==> src/rtl/cidle_pkg.sv <==
package cidle_pkg;

    localparam int NUM_LINES = 7;

    typedef enum logic [2:0] {
        MSG_REQ_C2  = 3'd0,
        MSG_GO_C2   = 3'd1,
        MSG_ACK_C2  = 3'd2,
        MSG_WAIT_C3 = 3'd3,
        MSG_GO_C3   = 3'd4,
        MSG_ACK_C3  = 3'd5,
        MSG_GO_C0   = 3'd6,
        MSG_ACK_C0  = 3'd7
    } msg_e;

    typedef enum logic [1:0] {
        DEP_C2  = 2'd0,
        DEP_C3  = 2'd1,
        DEP_C4  = 2'd2,
        DEP_C56 = 2'd3
    } depth_e;

    typedef enum logic [2:0] {
        ST_IDLE,
        ST_WAIT_GO,
        ST_RAISE,
        ST_RESIDENT,
        ST_LOWER,
        ST_WAIT_ACK0
    } seq_st_e;

    // number of control lines held in the resident state of each depth
    function automatic int lines_for_depth(depth_e dep);
        case (dep)
            DEP_C2:  return 2;
            DEP_C3:  return 4;
            DEP_C4:  return 6;
            default: return NUM_LINES;
        endcase
    endfunction

    // depths that run the second (C3) message exchange
    function automatic logic needs_c3_xchg(depth_e dep);
        return (dep == DEP_C3) || (dep == DEP_C4);
    endfunction

endpackage

==> src/rtl/cidle_brk_qual.sv <==
module cidle_brk_qual
    import cidle_pkg::*;
(
    input  logic   irq,
    input  logic   smi,
    input  logic   nmi,
    input  logic   ferr,
    input  logic   snoop,
    input  depth_e depth,
    output logic   brk
);
    logic snoop_breaks;

    // snoops only matter while caches are live but the CPU clock is stopped
    assign snoop_breaks = snoop && needs_c3_xchg(depth);
    assign brk          = irq || smi || nmi || ferr || snoop_breaks;

endmodule

==> src/rtl/cidle_line_map.sv <==
module cidle_line_map #(
    parameter int NL = 7,
    parameter int CW = 3
) (
    input  logic [CW-1:0] cnt,
    output logic [NL-1:0] lines
);
    for (genvar i = 0; i < NL; i++) begin : g_line
        assign lines[i] = (cnt > CW'(i));
    end

endmodule

==> src/rtl/cidle_seq.sv <==
module cidle_seq
    import cidle_pkg::*;
#(
    parameter int DLY_W = 8
) (
    input  logic             clk,
    input  logic             rst_n,
    input  logic             lvl_rd,
    input  logic [1:0]       lvl_depth,
    input  logic [DLY_W-1:0] step_dly,
    input  logic             brk_irq,
    input  logic             brk_smi,
    input  logic             brk_nmi,
    input  logic             brk_ferr,
    input  logic             snoop_req,
    input  logic             msg_rx_valid,
    input  logic [2:0]       msg_rx_code,
    output logic [6:0]       ctl_lines,
    output logic             msg_tx_valid,
    output logic [2:0]       msg_tx_code
);
    localparam int CNT_W    = $clog2(NUM_LINES + 1);
    localparam int C2_LINES = 2;

    typedef struct packed {
        seq_st_e          st;
        depth_e           depth;
        logic             c3_phase;
        logic [CNT_W-1:0] cnt;
        logic [DLY_W-1:0] tmr;
        logic             tx_v;
        msg_e             tx_c;
    } seq_t;

    localparam seq_t SEQ_RST = '{
        st:       ST_IDLE,
        depth:    DEP_C2,
        c3_phase: 1'b0,
        cnt:      '0,
        tmr:      '0,
        tx_v:     1'b0,
        tx_c:     MSG_REQ_C2
    };

    seq_t q, d;
    logic brk;
    logic [CNT_W-1:0] tgt;
    msg_e rx_c;
    msg_e go_exp;
    logic [NUM_LINES-1:0] lines_w;

    assign rx_c   = msg_e'(msg_rx_code);
    assign go_exp = q.c3_phase ? MSG_GO_C3 : MSG_GO_C2;

    cidle_brk_qual u_brk (
        .irq   (brk_irq),
        .smi   (brk_smi),
        .nmi   (brk_nmi),
        .ferr  (brk_ferr),
        .snoop (snoop_req),
        .depth (q.depth),
        .brk   (brk)
    );

    cidle_line_map #(.NL(NUM_LINES), .CW(CNT_W)) u_map (
        .cnt   (q.cnt),
        .lines (lines_w)
    );

    // line count to reach in the current entry phase
    always_comb begin
        if (!q.c3_phase && needs_c3_xchg(q.depth)) tgt = CNT_W'(C2_LINES);
        else                                        tgt = CNT_W'(lines_for_depth(q.depth));
    end

    always_comb begin
        logic unwind;
        d      = q;
        d.tx_v = 1'b0;
        unwind = 1'b0;
        case (q.st)
            ST_IDLE: begin
                if (lvl_rd) begin
                    d.depth    = depth_e'(lvl_depth);
                    d.c3_phase = 1'b0;
                    d.tx_v     = 1'b1;
                    d.tx_c     = MSG_REQ_C2;
                    d.st       = ST_WAIT_GO;
                end
            end
            ST_WAIT_GO: begin
                if (brk) begin
                    unwind = 1'b1;
                end else if (msg_rx_valid && rx_c == go_exp) begin
                    d.tx_v = 1'b1;
                    d.tx_c = q.c3_phase ? MSG_ACK_C3 : MSG_ACK_C2;
                    d.tmr  = '0;
                    d.st   = ST_RAISE;
                end
            end
            ST_RAISE: begin
                if (brk) begin
                    unwind = 1'b1;
                end else if (q.tmr != '0) begin
                    d.tmr = q.tmr - 1'b1;
                end else if (q.cnt < tgt) begin
                    d.cnt = q.cnt + 1'b1;
                    d.tmr = step_dly;
                end else if (!q.c3_phase && needs_c3_xchg(q.depth)) begin
                    d.tx_v     = 1'b1;
                    d.tx_c     = MSG_WAIT_C3;
                    d.c3_phase = 1'b1;
                    d.st       = ST_WAIT_GO;
                end else begin
                    d.st = ST_RESIDENT;
                end
            end
            ST_RESIDENT: begin
                if (brk) unwind = 1'b1;
            end
            ST_LOWER: begin
                if (q.tmr != '0) begin
                    d.tmr = q.tmr - 1'b1;
                end else if (q.cnt != '0) begin
                    d.cnt = q.cnt - 1'b1;
                    d.tmr = step_dly;
                end else begin
                    d.tx_v = 1'b1;
                    d.tx_c = MSG_GO_C0;
                    d.st   = ST_WAIT_ACK0;
                end
            end
            ST_WAIT_ACK0: begin
                if (msg_rx_valid && rx_c == MSG_ACK_C0) d.st = ST_IDLE;
            end
            default: d = SEQ_RST;
        endcase

        // break handling common to entry and resident states
        if (unwind) begin
            if (q.cnt != '0) begin
                d.cnt = q.cnt - 1'b1;
                d.tmr = step_dly;
                d.st  = ST_LOWER;
            end else begin
                d.tx_v = 1'b1;
                d.tx_c = MSG_GO_C0;
                d.st   = ST_WAIT_ACK0;
            end
        end
    end

    always_ff @(posedge clk or negedge rst_n) begin
        if (!rst_n) q <= SEQ_RST;
        else        q <= d;
    end

    assign ctl_lines    = lines_w;
    assign msg_tx_valid = q.tx_v;
    assign msg_tx_code  = q.tx_c;

    // nothing driven while idle
    a_r1_idle_quiet: assert property (@(posedge clk) disable iff (!rst_n)
        (q.st == ST_IDLE) |-> (ctl_lines == '0));

    // first line follows the AckC2 message by one cycle
    a_r3_ack_before_lines: assert property (@(posedge clk) disable iff (!rst_n)
        $rose(ctl_lines[0]) |-> ($past(msg_tx_valid) && $past(msg_tx_code) == MSG_ACK_C2));

    // lines change one at a time
    a_r3_single_step: assert property (@(posedge clk) disable iff (!rst_n)
        1'b1 |=> ($countones(ctl_lines ^ $past(ctl_lines)) <= 1));

    // never more lines than the requested depth allows
    a_r4_depth_limit: assert property (@(posedge clk) disable iff (!rst_n)
        ($countones(ctl_lines) <= lines_for_depth(q.depth)));

    // the C3 exchange only for C3 and C4
    a_r5_wait_depth: assert property (@(posedge clk) disable iff (!rst_n)
        (msg_tx_valid && msg_tx_code == MSG_WAIT_C3) |-> needs_c3_xchg(q.depth));

    // GoC0 only once every line is down
    a_r7_exit_clear: assert property (@(posedge clk) disable iff (!rst_n)
        (msg_tx_valid && msg_tx_code == MSG_GO_C0) |-> (ctl_lines == '0));

endmodule

==> config.mk <==
export PLATFORM = sky130hd
export DESIGN_NAME = cidle_seq
export DESIGN_NICKNAME = d
export VERILOG_FILES = /design/src/rtl/cidle_pkg.sv /design/src/rtl/cidle_brk_qual.sv /design/src/rtl/cidle_line_map.sv /design/src/rtl/cidle_seq.sv
export SDC_FILE = /design/constraint.sdc
export NUM_CORES = 1
export LEC_CHECK = 0
export BUFFER_PORTS_ARGS = -buffer_cell sky130_fd_sc_hd__buf_2
export CAP_MARGIN = 20
export CORE_UTILIZATION = 30
export CTS_CLUSTER_DIAMETER = 40
export DETAILED_ROUTE_END_ITERATION = 7
export GPL_ROUTABILITY_DRIVEN = 1
export PLACE_DENSITY = 0.6
export SLEW_MARGIN = 40
export SYNTH_ARGS = -nofsm -noshare
export SYNTH_HDL_FRONTEND = slang
export SYNTH_SLANG_ARGS = --single-unit
==> constraint.sdc <==
create_clock -name clk -period 3.5 [get_ports clk]
set_input_delay 0.175 -clock clk [delete_from_list [all_inputs] [get_ports clk]]
set_output_delay 0.175 -clock clk [all_outputs]
set_load 0.01 [all_outputs]
== Word-level counts from Yosys, hierarchy flattened ==
Cells that the tools add are included.
W data, S select, Z words.

* Register bits: 21
* Output and inout port bits: 11
* Logic and storage cells: 111

* Add/subtract/negate cells: 3
* Magnitude comparators: 8
* Eq/ne operators: 24
* Multiplexer cells: 44
* Bitwise operators: 2
* Reduce and logical (&&, ||, !) cells: 23

{| class="wikitable"
|+ Operators by type and width
! operator !! number
|-
| $mux W3 || 13
|-
| $mux W11 || 3
|-
| $mux W4 || 8
|-
| $pmux W8 S4 || 1
|-
| $ne A3 B3 Y1 const B || 9
|-
| $mux W12 || 2
|-
| $pmux W4 S5 || 1
|-
| $pmux W3 S3 || 2
|-
| $pmux W3 S6 || 1
|-
| $mux W16 || 1
|-
| $mux W8 || 2
|-
| $mux W15 || 1
|-
| $ne A2 B2 Y1 const B || 6
|-
| $reduce_and A10 Y1 || 1
|-
| $eq A3 B3 Y1 const B || 3
|-
| $gt A3 B3 Y1 const B || 3
|-
| $reduce_bool A8 Y1 || 1
|-
| $reduce_or A4 Y1 || 2
|-
| $sub A8 B1 Y8 const B || 1
|-
| $eq A3 B2 Y1 const B || 2
|-
| $gt A3 B1 Y1 const B || 2
|-
| $gt A3 B2 Y1 const B || 2
|-
| $mux W6 || 1
|-
| $reduce_and A6 Y1 || 1
|-
| other kinds (22) || 35
|}

== Logic depth before layout (Yosys ltp) ==
Gate-level depths: netlist (run 1).

* Word-level depth: 11
* Gate-level depth with buffers: 12
* Mapped depth without buffers: 12

== By module ==
Synthesis (run 1) repeated with hierarchy kept, for this count alone.

* Cell total of the unflattened synthesis: 250
* Area total of the unflattened synthesis: 1960.6 um^2

{| class="wikitable"
|+ Modules (own cells, without submodules)
! module !! times used !! cells each !! area each (um^2) !! seq. area each (um^2)
|-
| cidle_seq || 1 || 239 || 1889.3 || 525.5
|-
| cidle_line_map || 1 || 7 || 47.5 || 0.0
|-
| cidle_brk_qual || 1 || 4 || 23.8 || 0.0
|}

== Worst setup path after synthesis (run 1) ==
OpenSTA, ideal clock, no wires.

* Path kind: register to register
* Start: register q[16] (netlist name)
* End: register q[18] (netlist name)
* Library setup time: 121 ps
* Data arrival time: 2403 ps
* Required time: 3379 ps
* Path slack: 976 ps
* Cell stages (with the launch flop): 13
* Clock period less this slack: 2524 ps
* Cell sequence: dfrtp_1 > inv_1 > ha_1 > inv_1 > nor2_1 > a21o_1 > ha_1 > nand2_1 > o21ai_0 > a21oi_1 > nor3_2 > o31ai_1 > a22o_1

* Cells in the longest elaborated chain, start to end: 8

{| class="wikitable"
|+ Ends and longest elaborated chain
! element !! line !! source
|-
| start, declared || cidle_seq.sv:45 || <nowiki>seq_t q, d;</nowiki>
|-
| start signal, assigned || cidle_seq.sv:154 || <nowiki>if (!rst_n) q <= SEQ_RST;</nowiki>
|-
| start signal, assigned || cidle_seq.sv:155 || <nowiki>else q <= d;</nowiki>
|-
| parallel branches: the longest is 8 deep, another holds $lt A3 B3 Y1 || - ||
|}

Several ways; the timed one is not identified.
A chain may end at the register's enable or synchronous reset.

== Worst setup path after layout (run 1) ==
Ends and elaborated chain as after synthesis.

==> metrics.json, run 1 <==
{
  "dp_worst_setup_slack_ns": 0.561,
  "postPlaceCellArea_mm2": 0.00217,
  "ioPinCount": 33,
  "timing.hold.worst_path_depth": 2,
  "stdcell_area_mm2": 0.00223,
  "critPathMaxFanout": 6,
  "num_rows": 29,
  "first_global_vias": 1885,
  "run_status": "finished, final reports clean",
  "period_needed_ns": 2.93,
  "synth_enable_flop_cells": 0,
  "nets": 313,
  "routed_wl_mm": 5.31,
  "crit_path_top_delay_cell": "sky130_fd_sc_hd__o21ai_0",
  "irDropWorstVdd_mv": 0.352,
  "final_max_slew_viol_count": 0,
  "grt_antenna_before_repair": 0,
  "synth.distinct_cells": 62,
  "ffs_w_async_s_r_synth": 1.00,
  "worstRegToRegCells": 12,
  "fmaxAchievable_mhz": 341,
  "drtPass1Iterations": 4,
  "antenna_violating_nets_post_route": 0,
  "grt_pass1_wl_mm": 9.08,
  "final_critical_path_setup_slack_ns": 0.568,
  "clock_root_cell": "sky130_fd_sc_hd__clkbuf_8",
  "area_growth_pct": 13.2,
  "synth.net_count": 285,
  "p_leak_nw": 0.963,
  "cpPeakStageDelay_ns": 0.52,
  "grt_start_max_net_pins": 22,
  "die-area_mm2": 0.00689,
  "post_route_cells_drive_above_1_share": 0.191,
  "floorplan.initialDensity": 0.310,
  "setup_viol": 0,
  "drt-initial-drc-count": 149,
  "vias": 1988,
  "synth-seq-area-share": 0.267,
  "timing.setup.critical_path_class": "reg -> reg",
  "clock_sinks": 21,
  "worstPathRequired_ns": 3.66,
  "core_mm2": 0.00635,
  "clock_skew_ns": 0.00381,
  "cts_made_buffers": 3,
  "critical_path.cell_chain": "inv_1 > ha_1 > inv_1 > nor2_1 > nor2b_1 > ha_1 > nand2_1 > o21ai_0 > a21oi_1 > nor3_2 > o31ai_1 > a22o_1",
  "yosysWarningCount": 0,
  "worstMarginPinSlew_ns": 0.654,
  "post-route-drc-count": 0,
  "timing.max_cap.violations": 0,
  "synth_ff_type": "sky130_fd_sc_hd__dfrtp_1",
  "totalNegativeSetupSlack_ns": 0,
  "timing.final.hold_violations": 0,
  "worst_hold_path_type": "in -> reg",
  "cts_max_path_buffers": 2,
  "ctsHtreeMaxLevel": 1,
  "cts_tree": "yes",
  "cts.reportedPaths.clkPinSlew_ns": 0.08,
  "finalWeightedCongestion": 0.818,
  "fin_hold_ws_ns": 0.138,
  "maxSlewHeadroom": 0.559,
  "num_antenna_cells": 0,
  "arrival_worst_endpoint_ns": 3.09,
  "vias_per_cell": 5.60,
  "dp_hpwl_mm": 4.04,
  "endpoint_kind": "register",
  "die_w_um": 83.0,
  "die_height_um": 83.0,
  "worstSetupStartpointType": "register",
  "synth_largest_area_cell": "sky130_fd_sc_hd__dfrtp_1",
  "synth_area_per_inst_um2": 7.85,
  "synth.top_cell.area_share": 0.267,
  "post_synth_inst_count": 251,
  "port_buffers": 32,
  "rsz_0062_raised_after_global_routing": "false",
  "detail_route.wl_per_cell_um": 14.9,
  "global_route.overflow_total": 0,
  "power_density_mw_per_mm2": 823,
  "grtUsageTotal": 0.159,
  "synthesis.area_mm2": 0.00197,
  "ys_seq_elements": 21,
  "worst_skew_pair.late_latency_ns": 0.27,
  "finalCritPeriodShare": 0.838,
  "synthTopCellsByArea": "sky130_fd_sc_hd__dfrtp_1 27%, sky130_fd_sc_hd__ha_1 7.6%, sky130_fd_sc_hd__o21ai_0 6.4%"
}
## power by group
group	switching [W]	leakage [nW]	internal [W]
Clock	0.0000870	0.0228	0.0000814
Sequential	0.000153	0.261	0.000348
Combinational	0.000683	0.680	0.000484
Total	0.000922	0.963	0.000913
## through the flow
stage | utilization | instances | total power (W)
3_5_place_dp | 0.342 | 350 | 0.00167
3_3_place_gp | 0.342 | 350 | 0.00165
2_1_floorplan | - | 251 | 0.00137
5_1_grt | 0.351 | 355 | 0.00203
6_report | 0.351 | 355 | 0.00184
4_1_cts | 0.351 | 355 | 0.00184
## synthesized netlist by cell type, drive strengths merged (2+ instances only)
cell     n
nand2   23
a21o     5
dfrtp   21
inv     11
o31ai    5
mux2i    2
nand3    5
a221o    3
and2     2
a22oi    5
o211ai   2
o22ai    6
nor3b    2
nor2    26
clkbuf   4
a32oi    3
nor2b    6
a21oi   22
o21ai   26
or3      3
a211o    2
a31oi    4
nand4    3
a311o    2
buf     10
or4      2
nor3     8
ha      12
a211oi   2
or3b     2
nor4     2
a21boi   2
## what timing repair did
action	4_1_cts	5_1_grt
hold endpoints to repair	21	0
buffers inserted	0	0
gates resized for setup	0	0
hold buffers	1	0
## critical path: cells and delay by family, from the launching register on
kind,cells,cell delay [ns]
AOI/OAI and AO/OA,4,1.04
adders and majority gates,2,0.59
buffers and inverters,2,0.12
DFF,1,0.42
and+or+nand+nor,4,0.66
## metal layers
| metal | global-route usage | up-vias | wire, µm |
|---|---|---|---|
| met5 | 0 | - | 0 |
| met4 | 0.0408 | 0 | 51 |
| li1 | - | 987 | - |
| met1 | 0.224 | 947 | 2520 |
| met2 | 0.261 | 49 | 2540 |
| met3 | 0.0119 | 5 | 189 |
## worst paths after layout
| path | slack (ns) | startpoint | endpoint |
|---|---|---|---|
| worst max-delay path | 0.57 | q[16]$_DFFE_PN0P_ | q[18]$_DFFE_PN0P_ |
| worst max register to register | 0.57 | q[16]$_DFFE_PN0P_ | q[18]$_DFFE_PN0P_ |
| worst min register to register | 0.53 | msg_tx_code[1]$_DFF_PN0_ | msg_tx_code[1]$_DFF_PN0_ |
| max in group asynchronous | 2.74 | rst_n | msg_tx_code[0]$_DFF_PN0_ |
| min in group asynchronous | 0.41 | rst_n | q[10]$_DFF_PN0_ |
| worst min-delay path | 0.14 | step_dly[5] | q[9]$_DFF_PN0_ |
## kinds of logic after synthesis
family,after synthesis,share of synthesized area
AOI/OAI and AO/OA,97,0.332
xor gates and xnor gates,1,0.00445
adders and majority gates,13,0.0813
buffers and inverters,26,0.0642
DFF,21,0.267
muxes,3,0.0159
and+or+nand+nor,90,0.236
## placed cells by master, fill, tap and decap left out, types with 2 or more instances in the layout
cell / count
sky130_fd_sc_hd__a311o_1: 2
sky130_fd_sc_hd__o21ai_0: 25
sky130_fd_sc_hd__a221o_1: 3
sky130_fd_sc_hd__o31ai_1: 4
sky130_fd_sc_hd__dfrtp_1: 21
sky130_fd_sc_hd__or3_1: 3
sky130_fd_sc_hd__buf_2: 32
sky130_fd_sc_hd__o211ai_1: 2
sky130_fd_sc_hd__or4_1: 2
sky130_fd_sc_hd__nor3b_1: 2
sky130_fd_sc_hd__nor2b_1: 6
sky130_fd_sc_hd__buf_4: 4
sky130_fd_sc_hd__nor3_1: 7
sky130_fd_sc_hd__clkbuf_8: 3
sky130_fd_sc_hd__and2_1: 2
sky130_fd_sc_hd__a21boi_0: 2
sky130_fd_sc_hd__mux2i_1: 2
sky130_fd_sc_hd__a22oi_1: 5
sky130_fd_sc_hd__a32oi_1: 3
sky130_fd_sc_hd__nand4_1: 3
sky130_fd_sc_hd__a31oi_1: 4
sky130_fd_sc_hd__a21oi_1: 22
sky130_fd_sc_hd__nand2_1: 22
sky130_fd_sc_hd__a21o_1: 4
sky130_fd_sc_hd__nand3_1: 5
sky130_fd_sc_hd__ha_1: 12
sky130_fd_sc_hd__nor2_1: 25
sky130_fd_sc_hd__inv_1: 11
sky130_fd_sc_hd__o22ai_1: 6
## area by class of cell
cell class / count / area, µm²
clock buffers: 4 / 45.0
fillers: 665 / 4120
inverters: 12 / 45.0
multi-input cells: 204 / 1320
flip-flops and latches: 21 / 526
well taps: 77 / 96.3
repair buffers: 37 / 200
## registers in the layout (all words and copies together), names as in the netlist
register,count
q,17
msg_tx_code,3
msg_tx_valid,1
Power figures use the tool's default switching activity.
==> run 2, diff against run 1 <==
--- a/config.mk
+++ b/config.mk
@@ -5,13 +5,14 @@
 export SDC_FILE = /design/constraint.sdc
 export NUM_CORES = 1
 export LEC_CHECK = 0
+export ABC_AREA = 1
 export BUFFER_PORTS_ARGS = -buffer_cell sky130_fd_sc_hd__buf_2
 export CAP_MARGIN = 20
 export CORE_UTILIZATION = 30
 export CTS_CLUSTER_DIAMETER = 40
 export DETAILED_ROUTE_END_ITERATION = 7
 export GPL_ROUTABILITY_DRIVEN = 1
-export PLACE_DENSITY = 0.6
+export PLACE_DENSITY = 0.61
 export SLEW_MARGIN = 40
 export SYNTH_ARGS = -nofsm -noshare
 export SYNTH_HDL_FRONTEND = slang
==> constraint.sdc (replaced) <==
create_clock -name clk -period 2.6 [get_ports clk]
set_input_delay 0.13 -clock clk [delete_from_list [all_inputs] [get_ports clk]]
set_output_delay 0.13 -clock clk [all_outputs]
set_load 0.01 [all_outputs]
==> metrics.json, run 2 <==
{
  "ctsHtreeMaxLevel": {"value": 1, "change": "unchanged"},
  "period_needed": {"value": 2.33, "unit": "ns", "change": "was 2.93 ns"},
  "clock_power_share": {"value": 0.074, "change": "was 0.092"},
  "area.sequential": {"value": 526, "unit": "µm²", "change": "unchanged"},
  "antenna_violating_nets_post_route": {"value": 0, "change": "unchanged"},
  "die_w": {"value": 89.6, "unit": "µm", "change": "was 83.0 µm"},
  "synthTopCellsByArea": {"value": "sky130_fd_sc_hd__nand2_1 24%, sky130_fd_sc_hd__dfrtp_1 23%, sky130_fd_sc_hd__nand3_1 13%", "change": "was sky130_fd_sc_hd__dfrtp_1 27%, sky130_fd_sc_hd__ha_1 7.6%, sky130_fd_sc_hd__o21ai_0 6.4%"},
  "nets": {"value": 461, "change": "was 313"},
  "num_antenna_cells": {"value": 0, "change": "unchanged"},
  "core": {"value": 0.00733, "unit": "mm²", "change": "was 0.00635 mm²"},
  "worst_path_most_repeated_cell": "sky130_fd_sc_hd__nand2_1",
  "final_critical_path_setup_slack": {"value": 0.273, "unit": "ns", "change": "was 0.568 ns"},
  "synth-seq-area-share": {"value": 0.228, "change": "was 0.267"},
  "cts_tree": {"value": "yes", "change": "unchanged"},
  "largest_register": {"value": "q", "change": "unchanged"},
  "filler_cell_count": {"value": 788, "change": "was 665"},
  "worstPathRequired": {"value": 2.81, "unit": "ns", "change": "was 3.66 ns"},
  "num_rows": {"value": 31, "change": "was 29"},
  "synth_largest_area_cell": {"value": "sky130_fd_sc_hd__nand2_1", "change": "was sky130_fd_sc_hd__dfrtp_1"},
  "timing.setup.critical_path_class": {"value": "reg -> reg", "change": "unchanged"},
  "vias_per_cell": {"value": 4.89, "change": "was 5.60"},
  "endpoint_kind": {"value": "register", "change": "unchanged"},
  "multiInputGateArea": {"value": 0.00152, "unit": "mm²", "change": "was 0.00132 mm²"},
  "final_max_slew_viol_count": {"value": 0, "change": "unchanged"},
  "cpPeakStageDelay": {"value": 0.40, "unit": "ns", "change": "was 0.52 ns"},
  "most-common-layout-cells": {"value": "145 x sky130_fd_sc_hd__nand2_1, 59 x sky130_fd_sc_hd__nand3_1, 50 x sky130_fd_sc_hd__inv_1", "change": "was 32 x sky130_fd_sc_hd__buf_2, 25 x sky130_fd_sc_hd__nor2_1, 25 x sky130_fd_sc_hd__o21ai_0"},
  "routed_wl": {"value": 6.62, "unit": "mm", "change": "was 5.31 mm"},
  "drtPass1Iterations": {"value": 4, "change": "unchanged"},
  "worst_skew_pair.late_latency": {"value": 0.27, "unit": "ns", "change": "about the same"},
  "switching_share": {"value": 0.582, "change": "was 0.502"},
  "first_global_vias": {"value": 2296, "change": "was 1885"},
  "post-route-drc-count": {"value": 0, "change": "unchanged"},
  "grtUsageTotal": {"value": 0.174, "change": "was 0.159"},
  "power_frac_comb": {"value": 0.746, "change": "was 0.635"},
  "p_leak": {"value": 1.51, "unit": "nW", "change": "was 0.963 nW"},
  "area_growth": {"value": 14.2, "unit": "%", "change": "was 13.2%"},
  "synth.top_cell.area_share": {"value": 0.236, "change": "was 0.267"},
  "share_seq_of_total_power": {"value": 0.181, "change": "was 0.273"},
  "synth_ff_type": {"value": "sky130_fd_sc_hd__dfrtp_1", "change": "unchanged"},
  "detail_route.wl_per_cell": {"value": 12.6, "unit": "µm", "change": "was 14.9 µm"},
  "ioPinCount": {"value": 33, "change": "unchanged"},
  "clock_root_cell": {"value": "sky130_fd_sc_hd__clkbuf_8", "change": "unchanged"},
  "critical_path.cell_chain": {"value": "inv_1 > ha_1 > nand2_1 > o21ai_0 > ha_1 > nand2_1 > nand2_1 > clkinv_1 > nand2_4 > nand2_1 > nor2_2 > nand2_1 > and3b_1 > nor2_1", "change": "was inv_1 > ha_1 > inv_1 > nor2_1 > nor2b_1 > ha_1 > nand2_1 > o21ai_0 > a21oi_1 > nor3_2 > o31ai_1 > a22o_1"},
  "ys_seq_elements": {"value": 21, "change": "unchanged"},
  "synth_area_per_inst": {"value": 5.84, "unit": "µm²", "change": "was 7.85 µm²"},
  "power_density": {"value": 1260, "unit": "mW/mm²", "change": "was 823 mW/mm²"},
  "intPower": {"value": 0.00139, "unit": "W", "change": "was 0.000913 W"},
  "global_route.overflow_total": {"value": 0, "change": "unchanged"},
  "cts.reportedPaths.clkPinSlew": {"value": 0.10, "unit": "ns", "change": "was 0.08 ns"},
  "largest_register_ff_count": {"value": 17, "change": "unchanged"},
  "post_synth_inst_count": {"value": 394, "change": "was 251"},
  "clock_skew": {"value": 0.00322, "unit": "ns", "change": "was 0.00381 ns"},
  "arrival_worst_endpoint": {"value": 2.54, "unit": "ns", "change": "was 3.09 ns"},
  "floorplan.initialDensity": {"value": 0.314, "change": "was 0.310"},
  "cts_max_path_buffers": {"value": 2, "change": "unchanged"},
  "yosysMostFrequentCell": "sky130_fd_sc_hd__nand2_1",
  "cp.buffers_inverters": {"value": 2, "change": "unchanged"},
  "setup_viol": {"value": 0, "change": "unchanged"},
  "grt_pass1_wl": {"value": 10.8, "unit": "mm", "change": "was 9.08 mm"},
  "die_height": {"value": 89.6, "unit": "µm", "change": "was 83.0 µm"},
  "synth.net_count": {"value": 428, "change": "was 285"},
  "grt_start_max_net_pins": {"value": 22, "change": "unchanged"},
  "cts_made_buffers": {"value": 3, "change": "unchanged"},
  "fmaxAchievable": {"value": 430, "unit": "MHz", "change": "was 341 MHz"},
  "post_route_cells_drive_above_1_share": {"value": 0.129, "change": "was 0.191"},
  "synth.distinct_cells": {"value": 32, "change": "was 62"},
  "timing.max_cap.violations": {"value": 0, "change": "unchanged"},
  "grt_antenna_before_repair": {"value": 0, "change": "unchanged"},
  "vias": {"value": 2568, "change": "was 1988"},
  "dp_worst_setup_slack": {"value": 0.222, "unit": "ns", "change": "was 0.561 ns"},
  "worstSetupStartpointType": {"value": "register", "change": "unchanged"},
  "totalNegativeSetupSlack": {"value": 0, "unit": "ns", "change": "unchanged"},
  "mostFrequentLayoutCell": {"value": "sky130_fd_sc_hd__nand2_1", "change": "was sky130_fd_sc_hd__buf_2"},
  "synth_enable_flop_cells": {"value": 0, "change": "unchanged"},
  "worstMarginPinSlew": {"value": 0.546, "unit": "ns", "change": "was 0.654 ns"},
  "final_core_density": {"value": 0.359, "change": "was 0.351"},
  "total_switching_power": {"value": 0.00193, "unit": "W", "change": "was 0.000922 W"},
  "crit_path_top_delay_cell": {"value": "sky130_fd_sc_hd__dfrtp_1", "change": "was sky130_fd_sc_hd__o21ai_0"},
  "timing.final.hold_violations": {"value": 0, "change": "unchanged"},
  "finalCritPeriodShare": {"value": 0.895, "change": "was 0.838"},
  "die-area": {"value": 0.00803, "unit": "mm²", "change": "was 0.00689 mm²"},
  "clock_sinks": {"value": 21, "change": "unchanged"},
  "ffs_w_async_s_r_synth": {"value": 1.00, "change": "unchanged"},
  "drt-initial-drc-count": {"value": 150, "change": "was 149"},
  "finalWeightedCongestion": {"value": 0.872, "change": "was 0.818"},
  "port_buffers": {"value": 32, "change": "unchanged"},
  "path_delay_family": {"value": "simple AND/OR/NAND/NOR gates", "change": "was compound AO/OA/AOI/OAI gates"},
  "maxSlewHeadroom": {"value": 0.635, "change": "was 0.559"},
  "irDropWorstVdd": {"value": 0.465, "unit": "mV", "change": "was 0.352 mV"},
  "rsz_0062_raised_after_global_routing": {"value": "false", "change": "unchanged"},
  "run_status": {"value": "finished, final reports clean", "change": "unchanged"},
  "worst_hold_path_type": {"value": "in -> reg", "change": "unchanged"},
  "synthesis.area": {"value": 0.00230, "unit": "mm²", "change": "was 0.00197 mm²"},
  "dp_hpwl": {"value": 5.04, "unit": "mm", "change": "was 4.04 mm"},
  "synth.top_cells.by_count": {"value": "145 x sky130_fd_sc_hd__nand2_1, 59 x sky130_fd_sc_hd__nand3_1, 50 x sky130_fd_sc_hd__inv_1", "change": "was 25 x sky130_fd_sc_hd__nor2_1, 25 x sky130_fd_sc_hd__o21ai_0, 22 x sky130_fd_sc_hd__a21oi_1, 22 x sky130_fd_sc_hd__nand2_1, 21 x sky130_fd_sc_hd__dfrtp_1"},
  "yosysWarningCount": {"value": 0, "change": "unchanged"},
  "critPathMaxFanout": {"value": 9, "change": "was 6"}
}
-- run 2: changes by cell type after synthesis, moves of 4 or more --
| cell | change |
|---|---|
| sky130_fd_sc_hd__a21oi_1 | -13 |
| sky130_fd_sc_hd__nor2b_1 | -6 |
| sky130_fd_sc_hd__a22oi_1 | -5 |
| sky130_fd_sc_hd__nand3_1 | +54 |
| sky130_fd_sc_hd__a21o_1 | -4 |
| sky130_fd_sc_hd__inv_1 | +39 |
| sky130_fd_sc_hd__nand2_1 | +123 |
| sky130_fd_sc_hd__o22ai_1 | -6 |
| sky130_fd_sc_hd__o31ai_1 | -4 |
| sky130_fd_sc_hd__nor3_1 | -6 |
| sky130_fd_sc_hd__nor2_1 | +8 |
-- run 2: final timing paths --
| kind | start | to | slack, ns | cells after the start |
|---|---|---|---|---|
| min | step_dly[3] | q[7]$_DFF_PN0_ | 0.08 | 3 |
| max | q[17]$_DFFE_PN0P_ | msg_tx_code[0]$_DFF_PN0_ | 0.27 | 14 |
| min in group asynchronous | rst_n | msg_tx_code[1]$_DFF_PN0_ | 0.36 | 2 |
| max reg2reg | q[17]$_DFFE_PN0P_ | msg_tx_code[0]$_DFF_PN0_ | 0.27 | 14 |
| max in group asynchronous | rst_n | q[14]$_DFF_PN0_ | 1.89 | 2 |
| min reg2reg | msg_tx_code[2]$_DFF_PN0_ | msg_tx_code[2]$_DFF_PN0_ | 0.55 | 2 |
-- run 2: final cells by class --
type	instances	share of cell area
well taps	99	0.0471
inverters	55	0.0785
clock buffers	3	0.0157
flip-flops and latches	21	0.200
multi-input cells	308	0.577
repair buffers	38	0.0790
clock inverters	1	0.00285
-- run 2: kinds of logic after synthesis --
| kind of cell | synth area share |
|---|---|
| flip-flops | 0.228 |
| buffers and inverters | 0.117 |
| adder cells (fa/ha/maj) | 0.0652 |
| XOR/XNOR | 0.0152 |
| AO/OA/AOI/OAI | 0.0772 |
| AND/OR/NAND/NOR | 0.497 |
-- run 2: power groups by stage --
stage               logic [W]  clock network (W)  registers, W
floorplan             0.00191                  0      0.000541
global placement      0.00238                  0      0.000606
detailed placement    0.00242                  0      0.000609
CTS                   0.00243           0.000256      0.000602
global route          0.00282           0.000268      0.000618
finish                0.00247           0.000244      0.000600
-- run 2: what timing repair did --
item	4_1_cts	5_1_grt
hold buffers	1	0
resized for setup	0	2
setup buffers	0	1
hold endpoints to repair	21	0
endpoints found under the setup margin	0	4
-- run 2: metrics by stage --
step           cells  power, W  hold WS (ns)  instance area (µm²)
2_1_floorplan    394   0.00245        -0.166                 2300
3_3_place_gp     519   0.00298         0.142                 2550
3_5_place_dp     519   0.00303         0.145                 2550
4_1_cts          524   0.00329        0.0780                 2610
5_1_grt          525   0.00370        0.0862                 2630
6_report         525   0.00332        0.0815                 2630
-- run 2: tightest hold or removal path, delay by kind of cell --
kind          cells  cell delay, ns
simple gates      2            0.10
buf+inv           1            0.10
-- run 2: per-layer routing --
metal  wire length (µm)  up-vias  share of wire  track usage
met5                  0        -              0            0
met3                414       10          0.063       0.0293
met2               2990       83           0.45        0.287
met1               3100     1173           0.47        0.234
met4                106        0          0.016       0.0505
li1                   -     1302              -            -
==> run 3, diff against run 2 <==
--- a/config.mk
+++ b/config.mk
@@ -5,14 +5,15 @@
 export SDC_FILE = /design/constraint.sdc
 export NUM_CORES = 1
 export LEC_CHECK = 0
-export ABC_AREA = 1
 export BUFFER_PORTS_ARGS = -buffer_cell sky130_fd_sc_hd__buf_2
 export CAP_MARGIN = 20
+export CORE_MARGIN = 3
 export CORE_UTILIZATION = 30
+export CTS_BUF_LIST = sky130_fd_sc_hd__clkbuf_4 sky130_fd_sc_hd__clkbuf_8 sky130_fd_sc_hd__clkbuf_16
 export CTS_CLUSTER_DIAMETER = 40
 export DETAILED_ROUTE_END_ITERATION = 7
 export GPL_ROUTABILITY_DRIVEN = 1
-export PLACE_DENSITY = 0.61
+export PLACE_DENSITY = 0.62
 export SLEW_MARGIN = 40
 export SYNTH_ARGS = -nofsm -noshare
 export SYNTH_HDL_FRONTEND = slang
==> metrics.json, run 3 (synthesis gave the netlist of run 1 again) <==
{
  "stdcell_count": {"value": 367, "change": "was 525"},
  "grt_util_met1": {"value": 0.211, "change": "was 0.234"},
  "timing.setup.critical_path_class": {"value": "reg -> reg", "change": "unchanged"},
  "die-area": {"value": 0.00757, "unit": "mm²", "change": "was 0.00803 mm²"},
  "first_global_vias": {"value": 1959, "change": "was 2296"},
  "timing.max_cap.violations": {"value": 0, "change": "unchanged"},
  "critical_path.reg2reg.endpoint": {"value": "q[7]$_DFF_PN0_", "change": "was msg_tx_code[0]$_DFF_PN0_"},
  "setup_viol": {"value": 0, "change": "unchanged"},
  "floorplan.initialDensity": {"value": 0.321, "change": "was 0.314"},
  "mostFrequentLayoutCell": {"value": "sky130_fd_sc_hd__buf_2", "change": "was sky130_fd_sc_hd__nand2_1"},
  "ctsHtreeMaxLevel": {"value": 1, "change": "unchanged"},
  "worst_hold_path_type": {"value": "in -> reg", "change": "unchanged"},
  "cts.reportedPaths.clkPinSlew": {"value": 0.08, "unit": "ns", "change": "was 0.10 ns"},
  "num_rows": {"value": 28, "change": "was 31"},
  "worstMarginPinSlew": {"value": 0.510, "unit": "ns", "change": "was 0.546 ns"},
  "drt-initial-drc-count": {"value": 136, "change": "was 150"},
  "ioPinCount": {"value": 33, "change": "unchanged"},
  "cts_made_buffers": {"value": 3, "change": "unchanged"},
  "finalWeightedCongestion": {"value": 0.868, "change": "was 0.872"},
  "endpoint_kind": {"value": "register", "change": "unchanged"},
  "post-route-drc-count": {"value": 0, "change": "unchanged"},
  "port_buffers": {"value": 32, "change": "unchanged"},
  "critical_path.startpoint": {"value": "q[16]$_DFFE_PN0P_", "change": "was q[17]$_DFFE_PN0P_"},
  "vias_per_cell": {"value": 5.68, "change": "was 4.89"},
  "dp_hpwl": {"value": 4.35, "unit": "mm", "change": "was 5.04 mm"},
  "crit_path_top_delay_cell": {"value": "sky130_fd_sc_hd__dfrtp_1", "change": "unchanged"},
  "cts_max_path_buffers": {"value": 2, "change": "unchanged"},
  "clock_root_cell": {"value": "sky130_fd_sc_hd__clkbuf_8", "change": "unchanged"},
  "routed_wl": {"value": 5.54, "unit": "mm", "change": "was 6.62 mm"},
  "worstPathRequired": {"value": 2.75, "unit": "ns", "change": "was 2.81 ns"},
  "use_met2": {"value": 0.239, "change": "was 0.287"},
  "global_route.usage.met3": {"value": 0.0199, "change": "was 0.0293"},
  "worstRegToRegCells": {"value": 12, "change": "was 14"},
  "critical_path.cell_chain": {"value": "inv_1 > ha_1 > inv_1 > nor2_1 > a21o_1 > ha_4 > nand2_1 > o21a_1 > nand3_2 > o21ai_2 > a21o_1 > a221o_1", "change": "was inv_1 > ha_1 > nand2_1 > o21ai_0 > ha_1 > nand2_1 > nand2_1 > clkinv_1 > nand2_4 > nand2_1 > nor2_2 > nand2_1 > and3b_1 > nor2_1"},
  "arrival_worst_endpoint": {"value": 2.56, "unit": "ns", "change": "was 2.54 ns"},
  "grt_pass1_wl": {"value": 9.34, "unit": "mm", "change": "was 10.8 mm"},
  "reg2reg_slack": {"value": 0.18, "unit": "ns", "change": "was 0.27 ns"},
  "worstSetupEndpoint": {"value": "q[7]$_DFF_PN0_", "change": "was msg_tx_code[0]$_DFF_PN0_"},
  "largest_register_ff_count": {"value": 17, "change": "unchanged"},
  "final_max_slew_viol_count": {"value": 0, "change": "unchanged"},
  "worstSetupStartpointType": {"value": "register", "change": "unchanged"},
  "grtUsageTotal": {"value": 0.151, "change": "was 0.174"},
  "fmaxAchievable": {"value": 414, "unit": "MHz", "change": "was 430 MHz"},
  "most-common-layout-cells": {"value": "32 x sky130_fd_sc_hd__buf_2, 25 x sky130_fd_sc_hd__nor2_1, 22 x sky130_fd_sc_hd__nand2_1, 22 x sky130_fd_sc_hd__o21ai_0", "change": "was 145 x sky130_fd_sc_hd__nand2_1, 59 x sky130_fd_sc_hd__nand3_1, 50 x sky130_fd_sc_hd__inv_1"},
  "post_route_cells_drive_above_1_share": {"value": 0.250, "change": "was 0.129"},
  "cts_tree": {"value": "yes", "change": "unchanged"},
  "core": {"value": 0.00613, "unit": "mm²", "change": "was 0.00733 mm²"},
  "clock_sinks": {"value": 21, "change": "unchanged"},
  "drtPass1Iterations": {"value": 5, "change": "was 4"},
  "final_critical_path_setup_slack": {"value": 0.182, "unit": "ns", "change": "was 0.273 ns"},
  "cp.depth": {"value": 12, "change": "was 14"},
  "totalNegativeSetupSlack": {"value": 0, "unit": "ns", "change": "unchanged"},
  "critPathMaxFanout": {"value": 3, "change": "was 9"},
  "postCtsSetupBuffers": {"value": 0, "change": "unchanged"},
  "power_density": {"value": 1150, "unit": "mW/mm²", "change": "was 1260 mW/mm²"},
  "num_antenna_cells": {"value": 0, "change": "unchanged"},
  "cp.buffers_inverters": {"value": 2, "change": "unchanged"},
  "clock_skew": {"value": 0.00533, "unit": "ns", "change": "was 0.00322 ns"},
  "die_w": {"value": 87.0, "unit": "µm", "change": "was 89.6 µm"},
  "detail_route.wl_per_cell": {"value": 15.1, "unit": "µm", "change": "was 12.6 µm"},
  "timing.rr.start": {"value": "q[16]$_DFFE_PN0P_", "change": "was q[17]$_DFFE_PN0P_"},
  "rsz_0062_raised_after_global_routing": {"value": "false", "change": "unchanged"},
  "irDropWorstVdd": {"value": 0.444, "unit": "mV", "change": "was 0.465 mV"},
  "grt_start_max_net_pins": {"value": 22, "change": "unchanged"},
  "run_status": {"value": "finished, final reports clean", "change": "unchanged"},
  "vias": {"value": 2083, "change": "was 2568"},
  "placedCellCount": {"value": 362, "change": "was 519"},
  "nets": {"value": 327, "change": "was 461"},
  "finalCritPeriodShare": {"value": 0.930, "change": "was 0.895"},
  "cpPeakStageDelay": {"value": 0.35, "unit": "ns", "change": "was 0.40 ns"},
  "worst_skew_pair.late_latency": {"value": 0.26, "unit": "ns", "change": "was 0.27 ns"},
  "global_route.overflow_total": {"value": 0, "change": "unchanged"},
  "area_growth": {"value": 20.1, "unit": "%", "change": "was 14.2%"},
  "timing.final.hold_violations": {"value": 0, "change": "unchanged"},
  "gr-max-usage-layer": {"value": "met2", "change": "unchanged"},
  "path_delay_family": {"value": "compound AO/OA/AOI/OAI gates", "change": "was simple AND/OR/NAND/NOR gates"},
  "die_height": {"value": 87.0, "unit": "µm", "change": "was 89.6 µm"},
  "period_needed": {"value": 2.42, "unit": "ns", "change": "was 2.33 ns"},
  "antenna_violating_nets_post_route": {"value": 0, "change": "unchanged"},
  "maxSlewHeadroom": {"value": 0.660, "change": "was 0.635"},
  "p_leak": {"value": 1.04, "unit": "nW", "change": "was 1.51 nW"},
  "largest_register": {"value": "q", "change": "unchanged"},
  "grt_antenna_before_repair": {"value": 0, "change": "unchanged"},
  "holdCritStartpoint": {"value": "step_dly[5]", "change": "was step_dly[3]"},
  "dp_worst_setup_slack": {"value": 0.0104, "unit": "ns", "change": "was 0.222 ns"}
}
[run 3: changes by cell type in the layout (fill, tap and decap cells not counted), sizes merged, moves of 6 or more]
| cell | delta |
|---|---|
| nor2b | +6 |
| o22ai | +6 |
| nand2 | -124 |
| buf | +13 |
| nor2 | -13 |
| nor3 | +6 |
| nand3 | -55 |
| a21oi | +13 |
| inv | -42 |
[run 3: where the power goes]
part | internal, W | switching, W | total [W]
Sequential | 0.000469 | 0.000179 | 0.000648
Combinational | 0.000807 | 0.00103 | 0.00184
Clock | 0.000119 | 0.000108 | 0.000227
[run 3: worst register-to-register path: stages (launching register included)]
cell and delay [ns]:
sky130_fd_sc_hd__dfrtp_1 0.35, sky130_fd_sc_hd__inv_1 0.05, sky130_fd_sc_hd__ha_1 0.31, sky130_fd_sc_hd__inv_1 0.08, sky130_fd_sc_hd__nor2_1 0.06, sky130_fd_sc_hd__a21o_1 0.19, sky130_fd_sc_hd__ha_4 0.28, sky130_fd_sc_hd__nand2_1 0.07
sky130_fd_sc_hd__o21a_1 0.19, sky130_fd_sc_hd__nand3_2 0.10, sky130_fd_sc_hd__o21ai_2 0.07, sky130_fd_sc_hd__a21o_1 0.21, sky130_fd_sc_hd__a221o_1 0.35
[run 3: repair_timing]
item,4_1_cts,5_1_grt
endpoints found under the hold margin,21,0
resized for setup,1,7
pin swaps,0,1
endpoints found under the setup margin,1,6
hold buffers,1,0
[run 3: how the worst min path moves through the flow]
stage	depth (start not counted)	slack (ns)	to
detailed placement	1	0.14	msg_tx_code[0]$_DFF_PN0_
global route	2	0.11	q[7]$_DFF_PN0_
global placement	1	0.14	msg_tx_code[0]$_DFF_PN0_
floorplan	0	-0.17	msg_tx_code[0]$_DFF_PN0_
CTS	2	0.11	q[9]$_DFF_PN0_
finish	2	0.11	q[9]$_DFF_PN0_
[run 3: per-layer routing]
layer	up-vias	wire [µm]
li1	1023	-
met1	960	2630
met2	88	2440
met3	12	363
met4	0	102
met5	-	0
[run 3: per-stage QoR]
step | power (W) | hold slack, ns | instance area [µm²] | util
after global placement | 0.00237 | 0.140 | 2280 | 0.371
after CTS | 0.00264 | 0.106 | 2340 | 0.381
after floorplan | 0.00184 | -0.166 | 1970 | -
final | 0.00271 | 0.112 | 2360 | 0.386
after global routing | 0.00298 | 0.107 | 2360 | 0.386
after detailed placement | 0.00240 | 0.143 | 2280 | 0.371
[run 3: layout make-up]
| type | instances | area (µm²) |
|---|---|---|
| Timing Repair Buffer | 51 | 305 |
| Fill cell | 629 | 3770 |
| Tap cell | 75 | 93.8 |
| Multi-Input combinational cell | 204 | 1350 |
| Clock buffer | 4 | 48.8 |
| Inverter | 12 | 45.0 |
| Sequential cell | 21 | 526 |
